**src/rtl/burst_seq_pkg.sv**
```systemverilog
package burst_seq_pkg;

  typedef struct packed {
    logic load;
    logic step;
  } seqStrobes_t;

  function automatic logic [1:0] orderLow2(input logic [1:0] startLow,
                                            input logic [1:0] stepCnt,
                                            input logic       isLinear);
    return isLinear ? (startLow + stepCnt) : (startLow ^ stepCnt);
  endfunction

endpackage

```
**src/rtl/burst_seq_ctrl.sv**
```systemverilog
module burst_seq_ctrl
  import burst_seq_pkg::*;
(
  input  logic        clk,
  input  logic        rstN,
  input  logic        procStrobe,
  input  logic        ctrlStrobe,
  input  logic        chipEnable,
  input  logic        advance,
  output seqStrobes_t strobes
);

  logic procOk;

  always_comb begin
    procOk       = procStrobe && chipEnable;
    strobes.load = procOk || ctrlStrobe;
    strobes.step = advance && !strobes.load;
  end

  // a load and a step never go to the datapath together
  p_load_beats_step_r10: assert property (@(posedge clk) disable iff (!rstN)
    !(strobes.load && strobes.step));

  // a gated processor strobe alone causes no load
  p_gated_proc_r4: assert property (@(posedge clk) disable iff (!rstN)
    (procStrobe && !chipEnable && !ctrlStrobe) |-> !strobes.load);

endmodule

```
**src/rtl/burst_seq_dp.sv**
```systemverilog
module burst_seq_dp
  import burst_seq_pkg::*;
#(
  parameter int  ADDR_W            = 15,
  parameter bit  DEFAULT_INTERLEAVE = 1'b1
) (
  input  logic              clk,
  input  logic              rstN,
  input  seqStrobes_t       strobes,
  input  logic              linearSel,
  input  logic [ADDR_W-1:0] addrIn,
  output logic [ADDR_W-1:0] addrOut,
  output logic              burstStart
);

  localparam int CNT_W = 2;

  logic [ADDR_W-1:0] baseAddr;
  logic [CNT_W-1:0]  stepCnt;
  logic              linearMode;
  logic              startFlag;
  logic [CNT_W-1:0]  lowBits;

  always_ff @(posedge clk) begin
    if (!rstN) begin
      baseAddr   <= '0;
      stepCnt    <= '0;
      linearMode <= !DEFAULT_INTERLEAVE;
      startFlag  <= 1'b0;
    end else if (strobes.load) begin
      baseAddr   <= addrIn;
      stepCnt    <= '0;
      linearMode <= linearSel;
      startFlag  <= 1'b1;
    end else begin
      startFlag <= 1'b0;
      if (strobes.step) stepCnt <= stepCnt + 1'b1;
    end
  end

  always_comb begin
    lowBits = orderLow2(baseAddr[CNT_W-1:0], stepCnt, linearMode);
    addrOut = {baseAddr[ADDR_W-1:CNT_W], lowBits};
  end

  assign burstStart = startFlag;

  // a load presents the captured address and the start flag
  p_load_shows_addr_r2: assert property (@(posedge clk) disable iff (!rstN)
    strobes.load |=> (burstStart && addrOut == $past(addrIn)));

  // upper bits do not move without a load
  p_upper_fixed_r5: assert property (@(posedge clk) disable iff (!rstN)
    !strobes.load |=> $stable(addrOut[ADDR_W-1:CNT_W]));

  // no load and no step holds the address
  p_hold_r9: assert property (@(posedge clk) disable iff (!rstN)
    (!strobes.load && !strobes.step) |=> $stable(addrOut));

  // the start flag lasts one cycle unless reloaded
  p_start_pulse_r10: assert property (@(posedge clk) disable iff (!rstN)
    !strobes.load |=> !burstStart);

  // a linear step increments the low bits modulo four
  p_linear_step_r6: assert property (@(posedge clk) disable iff (!rstN)
    (strobes.step && linearMode) |=>
      (addrOut[CNT_W-1:0] == CNT_W'($past(addrOut[CNT_W-1:0]) + 1'b1)));

endmodule

```
**src/rtl/burst_seq.sv**
```systemverilog
module burst_seq
  import burst_seq_pkg::*;
#(
  parameter int ADDR_W             = 15,
  parameter bit DEFAULT_INTERLEAVE = 1'b1
) (
  input  logic              clk,
  input  logic              rstN,
  input  logic              procStrobe,
  input  logic              ctrlStrobe,
  input  logic              chipEnable,
  input  logic              advance,
  input  logic              linearSel,
  input  logic [ADDR_W-1:0] addrIn,
  output logic [ADDR_W-1:0] addrOut,
  output logic              burstStart
);

  seqStrobes_t strobes;

  burst_seq_ctrl uCtrl (
    .clk        (clk),
    .rstN       (rstN),
    .procStrobe (procStrobe),
    .ctrlStrobe (ctrlStrobe),
    .chipEnable (chipEnable),
    .advance    (advance),
    .strobes    (strobes)
  );

  burst_seq_dp #(
    .ADDR_W             (ADDR_W),
    .DEFAULT_INTERLEAVE (DEFAULT_INTERLEAVE)
  ) uDp (
    .clk        (clk),
    .rstN       (rstN),
    .strobes    (strobes),
    .linearSel  (linearSel),
    .addrIn     (addrIn),
    .addrOut    (addrOut),
    .burstStart (burstStart)
  );

  // the controller strobe always starts a burst
  p_ctrl_load_r3: assert property (@(posedge clk) disable iff (!rstN)
    ctrlStrobe |=> (burstStart && addrOut == $past(addrIn)));

endmodule

```
**config.mk**
```make
export PLATFORM = sky130hd
export DESIGN_NAME = burst_seq
export DESIGN_NICKNAME = d
export VERILOG_FILES = /design/src/rtl/burst_seq_pkg.sv /design/src/rtl/burst_seq_ctrl.sv /design/src/rtl/burst_seq_dp.sv /design/src/rtl/burst_seq.sv
export SDC_FILE = /design/constraint.sdc
export NUM_CORES = 1
export LEC_CHECK = 0
export BUFFER_PORTS_ARGS = -buffer_cell sky130_fd_sc_hd__buf_2
export CAP_MARGIN = 20
export CORE_MARGIN = 3
export CORE_UTILIZATION = 43
export DETAILED_ROUTE_END_ITERATION = 12
export PLACE_DENSITY_LB_ADDON = 0.3
export SETUP_SLACK_MARGIN = 0.1
export SYNTH_ARGS = -nofsm -noshare
export SYNTH_HDL_FRONTEND = slang
export SYNTH_SLANG_ARGS = --single-unit
```
**constraint.sdc**
```tcl
create_clock -name clk -period 0.97 [get_ports clk]
set_clock_uncertainty 0.15 [all_clocks]
set_input_delay 0 -clock clk [delete_from_list [all_inputs] [get_ports clk]]
set_output_delay 0 -clock clk [all_outputs]
set_load 0.02 [all_outputs]
```
* Yosys cells after proc, flatten, opt, wreduce, memory -nomap -nowiden
Index checks and enable logic that the tools add are counted.
** Word-level totals
- Register bits after elaboration :: 19
- Word-level logic and storage cells :: 15
** Cells by class
- $add $sub $neg :: 2
- Mux-type cells :: 2
- Bitwise logic cells :: 2
- Reduce and logical (&&, ||, !) cells :: 5
** Operators by type and width (number)
- $add 2x1->2 const B :: 1
- $add 2x2->2 :: 1
- $logic_and 1x1->1 :: 2
- $mux 2 :: 1
- $reduce_or 2->1 :: 1
- $xor 2x2->2 :: 1
- $logic_not 1->1 :: 1
- $logic_or 1x1->1 :: 1
- $mux 1 :: 1
- $not 1->1 :: 1

* Depth between registers and ports, before layout
Gate-level depths: netlist of the first run.
- Word-level depth :: 4
- Depth in mapped cells :: 5
- Gate-level depth less buffers :: 3

* By module
Synthesis of the first run repeated with hierarchy kept, for this count alone.
** Unflattened totals
- Cell total of the unflattened synthesis :: 81
- Area total of the unflattened synthesis :: 884.6 um2
** Modules (own cells, without submodules)
- burst_seq_dp :: times used 1, cells each 78, area an instance 867.1 um2
- burst_seq_ctrl :: times used 1, cells each 3, area an instance 17.5 um2

* Worst setup path after synthesis of the first run
OpenSTA, ideal clock, no wires.
- Path kind :: register -> output
- From :: register uDp.stepCnt[0]
- To :: output port addrOut[1]
- Data arrival time :: 0.944 ns
- Required time :: 0.820 ns
- Path slack :: -0.124 ns
- Cell stages (with the launch flop) :: 4
- Buffers on the path :: 0
- Path through :: dfxtp_1 -> ha_1 -> nand2_1 -> xnor2_1
** Between the ends
- Cells in the longest elaborated chain, start to end :: 2
** RTL lines
- start, declared :: line burst_seq_dp.sv:19 : logic [CNT_W-1:0] stepCnt;
- start signal, assigned :: line burst_seq_dp.sv:37 : if (strobes.step) stepCnt <= stepCnt + 1'b1;
- $add 2x2->2 :: line burst_seq_pkg.sv:11 : return isLinear ? (startLow + stepCnt) : (startLow ^ stepCnt);
- $mux 2 :: line burst_seq_pkg.sv:11
- end, declared :: line burst_seq.sv:15 : output logic [ADDR_W-1:0] addrOut,
No other way between the ends.

* Worst setup path in the final report of the first run
- From :: register uDp.stepCnt[1]
- To :: output port addrOut[1]
** Between the ends
- Cells in the longest elaborated chain, start to end :: 2
** RTL lines (line)
- $add 2x2->2 or $xor 2x2->2 (tied branches) :: burst_seq_pkg.sv:11
- $mux 2 * :: burst_seq_pkg.sv:11
Every way passes the cells marked *; elsewhere a longest branch is shown, timed or not.

==> flow_metrics.env, run 1 <==
export IMPL_clkTransAtPathRegs_ns=0.11
export IMPL_nets=172
export IMPL_max_freq_ghz=0.765
export IMPL_worstPathArrival_ns=1.16
export IMPL_endpoint_kind="output port"
export IMPL_syn_area_um2=997
export IMPL_synth_top_family_by_area="compound AO/OA/AOI/OAI gates"
export IMPL_globalRouteTotalUtil=0.176
export IMPL_violations="negative hold slack, negative setup slack"
export IMPL_drv_cap=0
export IMPL_worstSetupPathType="flop to output port"
export IMPL_clockBufferDepth=2
export IMPL_power_density_mw_per_mm2=1140
export IMPL_crit_required_ns=0.82
export IMPL_comb_power_share=0.288
export IMPL_net_switching_power_mw=0.512
export IMPL_syn_nets=125
export IMPL_switching_share=0.287
export IMPL_ioPinCount=38
export IMPL_portBuffers=37
export IMPL_synth_area_mux_share=0
export IMPL_crit_fanout=3
export IMPL_synthXorXnorAreaFrac=0.0263
export IMPL_vias_per_cell=4.83
export IMPL_period_minus_slack_ns=1.31
export IMPL_post_place_ws_ns=-0.112
export IMPL_synthToLayoutAreaGrowth_pct=56.5
export IMPL_cts_buffers=3
export IMPL_fillers=139
export IMPL_rsz0062_at_grt="yes"
export IMPL_hold_violations=6
export IMPL_hold_worst_slack_ns=-0.170
export IMPL_start_util=0.479
export IMPL_drtIter0Drc=2
export IMPL_postRouteAntennaNets=0
export IMPL_fp_dieW_um=54.2
export IMPL_cts_hold_buf=16
export IMPL_tightest_slew_ns=0.269
export IMPL_pwr_share_seq=0.491
export IMPL_critPathLaunchType="flop"
export IMPL_outcome="finished with violations"
export IMPL_yosys_cell_types_count=21
export IMPL_rows=16
export IMPL_synth_compound_area_share=0.251
export IMPL_hold_path_class="primary input to flop"
export IMPL_htreeDepth=1
export IMPL_peakVddDrop_mv=1.00
export IMPL_dr_pass1_iters=2
export IMPL_num_vias=846
export IMPL_relSlewSlack=0.820
export IMPL_synth_seq_cells=19
export IMPL_diodes=0
export IMPL_r2r_slack_ns=-0.13
export IMPL_grt_pass1_vias=895
export IMPL_dieArea_mm2=0.00293
export IMPL_grt_pass1_wl_um=3770
export IMPL_total_leakage_power_nw=0.673
export IMPL_finalWirelength_um=2360
export IMPL_ys_seq_area_frac=0.381
export IMPL_setup_slack_ns=-0.336
export IMPL_synth_fa_ha_area_frac=0.0125
export IMPL_hpwl_um=1390
export IMPL_setup_violations=5
export IMPL_slew_violations=0
export IMPL_clk_latency_ns=0.29
export IMPL_gp_congestion=0.722
export IMPL_yosysWarnings=0
export IMPL_fp_coreArea_mm2=0.00208
export IMPL_min_period_over_period=1.35
export IMPL_drcViolationCount=0
export IMPL_cts_sinks=19
export IMPL_drive_above_1_share=0.649
export IMPL_cts_tree="built"
export IMPL_die_height_um=54.2
export IMPL_synth_simple_area_share=0.0954
export IMPL_avgSynthCellArea_um2=9.78
export IMPL_root_buffer="clkbuf_4"
export IMPL_synthCells=102
export IMPL_internal_power_mw=1.27
export IMPL_clock_power_share=0.221
export IMPL_routedWlPerCell_um=13.5
export IMPL_grt_antenna_before_repair=0
export IMPL_grt_max_degree=17
export IMPL_gr_total_overflow=0
export IMPL_final_util=0.749
[final timing paths]
kind | from | endpoint | cells after the start
setup / recovery | uDp.stepCnt[1] | addrOut[1] | 3
hold / removal | ctrlStrobe | uDp.stepCnt[1] | 3
setup reg to reg | uDp.stepCnt[0] | uDp.stepCnt[0] | 4
hold reg to reg | uDp.baseAddr[5] | uDp.baseAddr[5] | 2
[cells by family after synthesis]
logic type	after synthesis
buf+inv	37
simple gates	22
fa+ha+maj	1
compound gates	20
flops	19
xor+xnor	3
[placed cells by master (no fill, tap or decap)]
cell / Yosys / routed
nand2_4: 0 / 1
clkbuf_4: 0 / 3
xor2_4: 0 / 1
buf_12: 1 / 1
a21bo_2: 1 / 1
xnor2_2: 0 / 1
nor3_1: 1 / 1
and2_4: 1 / 1
dfxtp_4: 0 / 3
nand2_1: 17 / 16
buf_4: 14 / 6
buf_6: 3 / 18
inv_1: 17 / 14
nand3b_1: 1 / 1
ha_4: 0 / 1
xnor2_4: 0 / 1
nor2_1: 1 / 1
dfxtp_2: 0 / 16
a21oi_2: 1 / 1
dlygate4sd3_1: 0 / 16
buf_2: 2 / 21
a21o_2: 1 / 1
o32ai_2: 10 / 15
a211oi_2: 0 / 1
o32ai_1: 6 / 1
nand2b_1: 1 / 1
clkbuf_1: 0 / 1
inv_2: 0 / 3
[worst max-delay path, cell delays in order, from the launching register on]
cell and delay (ns):
dfxtp_4 0.39, xor2_4 0.20, xnor2_4 0.13, buf_6 0.13
[cell usage after synthesis]
library cell / count / area [um2]
a211oi_1: 1 / 7.51
a21bo_2: 1 / 10.0
a21o_2: 1 / 8.76
a21oi_2: 1 / 8.76
and2_4: 1 / 8.76
buf_12: 1 / 20.0
buf_2: 2 / 10.0
buf_4: 14 / 105
buf_6: 3 / 33.8
dfxtp_1: 19 / 380
ha_1: 1 / 12.5
inv_1: 17 / 63.8
nand2_1: 17 / 63.8
nand2b_1: 1 / 6.26
nand3b_1: 1 / 7.51
nor2_1: 1 / 3.75
nor3_1: 1 / 5.00
o32ai_1: 6 / 52.6
o32ai_2: 10 / 163
xnor2_1: 2 / 17.5
xor2_1: 1 / 8.76
[final cells by class]
class | instances | area [um2] | area share
multi-input cells | 46 | 492 | 0.315
clock buffers | 4 | 26.3 | 0.0168
flip-flops and latches | 19 | 412 | 0.264
inverters | 17 | 63.8 | 0.0409
well taps | 27 | 33.8 | 0.0217
repair buffers | 62 | 533 | 0.342
[registers in the layout, indices dropped and copies added (netlist names)]
signal and cells:
uDp.burstStart 1, uDp.stepCnt 2, uDp.linearMode 1, uDp.baseAddr 15
[stage by stage]
stage | cells | total power [mW] | instance area [um2] | TNS, ns
floorplan | 102 | 1.18 | 1050 | 0
global placement | 153 | 1.24 | 1170 | -0.0664
detailed placement | 153 | 1.25 | 1170 | -0.117
CTS | 174 | 1.77 | 1520 | -0.778
global route | 175 | 1.88 | 1560 | -1.02
finish | 175 | 1.79 | 1560 | -0.772
[power groups by stage]
stage	Combinational, mW	Clock [mW]	Sequential [mW]
floorplan	0.302	0	0.877
global placement	0.362	0	0.874
detailed placement	0.368	0	0.877
CTS	0.490	0.410	0.874
global route	0.554	0.441	0.882
finish	0.515	0.394	0.877
[what timing repair did]
action,4_1_cts,5_1_grt
setup buffers,1,2
resized for setup,56,9
hold endpoints to repair,19,6
pin swaps,11,8
setup endpoints to repair,25,29
[layer usage]
metal	track usage	share of wire
met1	0.209	0.41
met2	0.301	0.55
met3	0.0277	0.040
met4	0.0954	0.0034
met5	0	0
Note: power is estimated with default switching activity, not from simulation.
==> run 2: changes to the inputs <==
CAP_MARGIN = default   (was 20)
SETUP_SLACK_MARGIN = 0.02   (was 0.1)
TNS_END_PERCENT = 20   (was default)
==> run 2 against run 1 <==
Against the previous run: the flow still finishes with violations (negative hold slack, negative setup slack); sequential power fell by 0.9%; sequential share of layout area grew 1.3 points; combinational power fell by 9.5%; clock power grew 5%; setup slack better by 0.015 ns; critical path depth unchanged; global-route usage decreased by 1.1 points; register-to-register slack better by 0.03 ns; via count fell by 0.35%; clock-buffer cell count unchanged; largest cell class unchanged; largest power group unchanged.
==> flow_metrics.env, run 2 (synthesis results as in run 1) <==
export IMPL_outcome="finished with violations"
export IMPL_violations="negative hold slack, negative setup slack"
export IMPL_drcViolationCount=0
export IMPL_vias_per_cell=4.82
export IMPL_reg_top3="uDp.baseAddr: 15 flops, uDp.stepCnt: 2 flops"
export IMPL_grt_pass1_wl_um=3440
export IMPL_switching_share=0.289
export IMPL_clockBufferDepth=2
export IMPL_globalRouteTotalUtil=0.165
export IMPL_start_util=0.479
export IMPL_path_depth=3
export IMPL_fp_dieW_um=54.2
export IMPL_rows=16
export IMPL_regMostFlops="uDp.baseAddr"
export IMPL_crit_slowest_cell="dfxtp_4"
export IMPL_gp_congestion=0.801
export IMPL_internal_power_mw=1.24
export IMPL_root_buffer="clkbuf_4"
export IMPL_hpwl_um=1420
export IMPL_cp_cell_sequence="xor2_4, xnor2_4, buf_6"
export IMPL_slew_violations=0
export IMPL_peakVddDrop_mv=0.939
export IMPL_setup_slack_ns=-0.321
export IMPL_worstSetupPathType="flop to output port"
export IMPL_fp_coreArea_mm2=0.00208
export IMPL_dr_pass1_iters=4
export IMPL_cts_buffers=3
export IMPL_comb_power_share=0.267
export IMPL_crit_required_ns=0.82
export IMPL_rsz0062_at_grt="yes"
export IMPL_tightest_slew_ns=0.243
export IMPL_timing_rr_start="uDp.stepCnt[0]"
export IMPL_endpoint_kind="output port"
export IMPL_crit_start="uDp.stepCnt[1]"
export IMPL_drtIter0Drc=8
export IMPL_critPathLaunchType="flop"
export IMPL_hold_worst_slack_ns=-0.139
export IMPL_post_place_ws_ns=-0.0840
export IMPL_num_vias=843
export IMPL_pwr_share_seq=0.497
export IMPL_largest_reg_flops=15
export IMPL_nets=172
export IMPL_gr_total_overflow=0
export IMPL_final_util=0.707
export IMPL_clkTransAtPathRegs_ns=0.10
export IMPL_hold_path_class="primary input to flop"
export IMPL_clk_latency_ns=0.29
export IMPL_postRouteAntennaNets=0
export IMPL_ioPinCount=38
export IMPL_drv_cap=0
export IMPL_power_density_mw_per_mm2=1190
export IMPL_relSlewSlack=0.838
export IMPL_net_switching_power_mw=0.505
export IMPL_total_leakage_power_nw=0.644
export IMPL_hold_violations=15
export IMPL_endpoint="addrOut[1]"
export IMPL_final_cell_mix="21 x buf_2, 17 x inv_1, 17 x dlygate4sd3_1, 17 x buf_4, 16 x nand2_1"
export IMPL_r2r_cells=3
export IMPL_final_common_cell="buf_2"
export IMPL_setup_violations=4
export IMPL_worstPathArrival_ns=1.14
export IMPL_critPathBufInv=1
export IMPL_crit_fanout=3
export IMPL_routedWlPerCell_um=12.6
export IMPL_cts_sinks=19
export IMPL_period_minus_slack_ns=1.29
export IMPL_portBuffers=37
export IMPL_grt_antenna_before_repair=0
export IMPL_r2r_slack_ns=-0.10
export IMPL_cts_tree="built"
export IMPL_clock_power_share=0.236
export IMPL_grt_pass1_vias=846
export IMPL_synthToLayoutAreaGrowth_pct=47.6
export IMPL_slowest_delay_ns=0.38
export IMPL_dieArea_mm2=0.00293
export IMPL_r2r_end="uDp.stepCnt[1]"
export IMPL_die_height_um=54.2
export IMPL_htreeDepth=1
export IMPL_max_freq_ghz=0.775
export IMPL_diodes=0
export IMPL_drive_above_1_share=0.581
export IMPL_finalWirelength_um=2210
export IMPL_grt_max_degree=17
export IMPL_crit_family="flip-flops"
export IMPL_min_period_over_period=1.33
[run 2: changes by cell type in the layout (fill, tap and decap cells not counted), sizes merged]
cell / before / now
buf: 46 / 45
dlygate4sd3: 16 / 17
[run 2: layout make-up]
cell class	count	area (um2)
fill	164	611
timing repair buffer	62	482
multi-input combinational	46	459
sequential	19	407
inverter	17	63.8
tap	27	33.8
clock buffer	4	26.3
[run 2: power groups by stage]
stage	Sequential [mW]	Clock, mW	Combinational (mW)
2_1_floorplan	0.874	0	0.295
3_3_place_gp	0.871	0	0.354
3_5_place_dp	0.873	0	0.361
4_1_cts	0.861	0.418	0.450
5_1_grt	0.875	0.443	0.506
6_report	0.869	0.412	0.466
[run 2: worst min-delay path, cell delays in order]
cell and delay [ns]:
buf_2 0.11, a21o_2 0.13, a211oi_2 0.04
[run 2: timing repair]
action                                  CTS  global route
buffers inserted                          0             0
hold buffers                             16             1
resized for setup                        28            19
pin swaps                                 4             2
endpoints found under the setup margin   18            18
endpoints found under the hold margin    19             3
[run 2: worst min-delay path by stage]
stage	end	from	cells past startpoint	slack [ns]
2_1_floorplan	uDp.baseAddr[2]	addrIn[2]	2	-0.006
3_3_place_gp	uDp.baseAddr[5]	addrIn[5]	3	0.09
3_5_place_dp	uDp.baseAddr[8]	addrIn[8]	3	0.10
4_1_cts	uDp.stepCnt[1]	ctrlStrobe	3	-0.17
5_1_grt	uDp.stepCnt[1]	ctrlStrobe	3	-0.12
6_report	uDp.stepCnt[1]	ctrlStrobe	3	-0.14
[run 2: through the flow]
| stage | std cells | TNS (ns) | total power, mW | cell area [um2] |
|---|---|---|---|---|
| after floorplan | 102 | 0 | 1.17 | 1030 |
| after global placement | 154 | -0.123 | 1.23 | 1140 |
| after detailed placement | 154 | -0.165 | 1.23 | 1140 |
| after CTS | 174 | -0.633 | 1.73 | 1420 |
| after global routing | 175 | -0.796 | 1.82 | 1470 |
| final | 175 | -0.617 | 1.75 | 1470 |
[run 2: layer usage]
metal	vias up	GRT usage	wire [um]
met4	0	0.116	42
li1	418	-	-
met5	-	0	0
met2	29	0.293	1240
met3	6	0.0360	118
met1	390	0.170	809
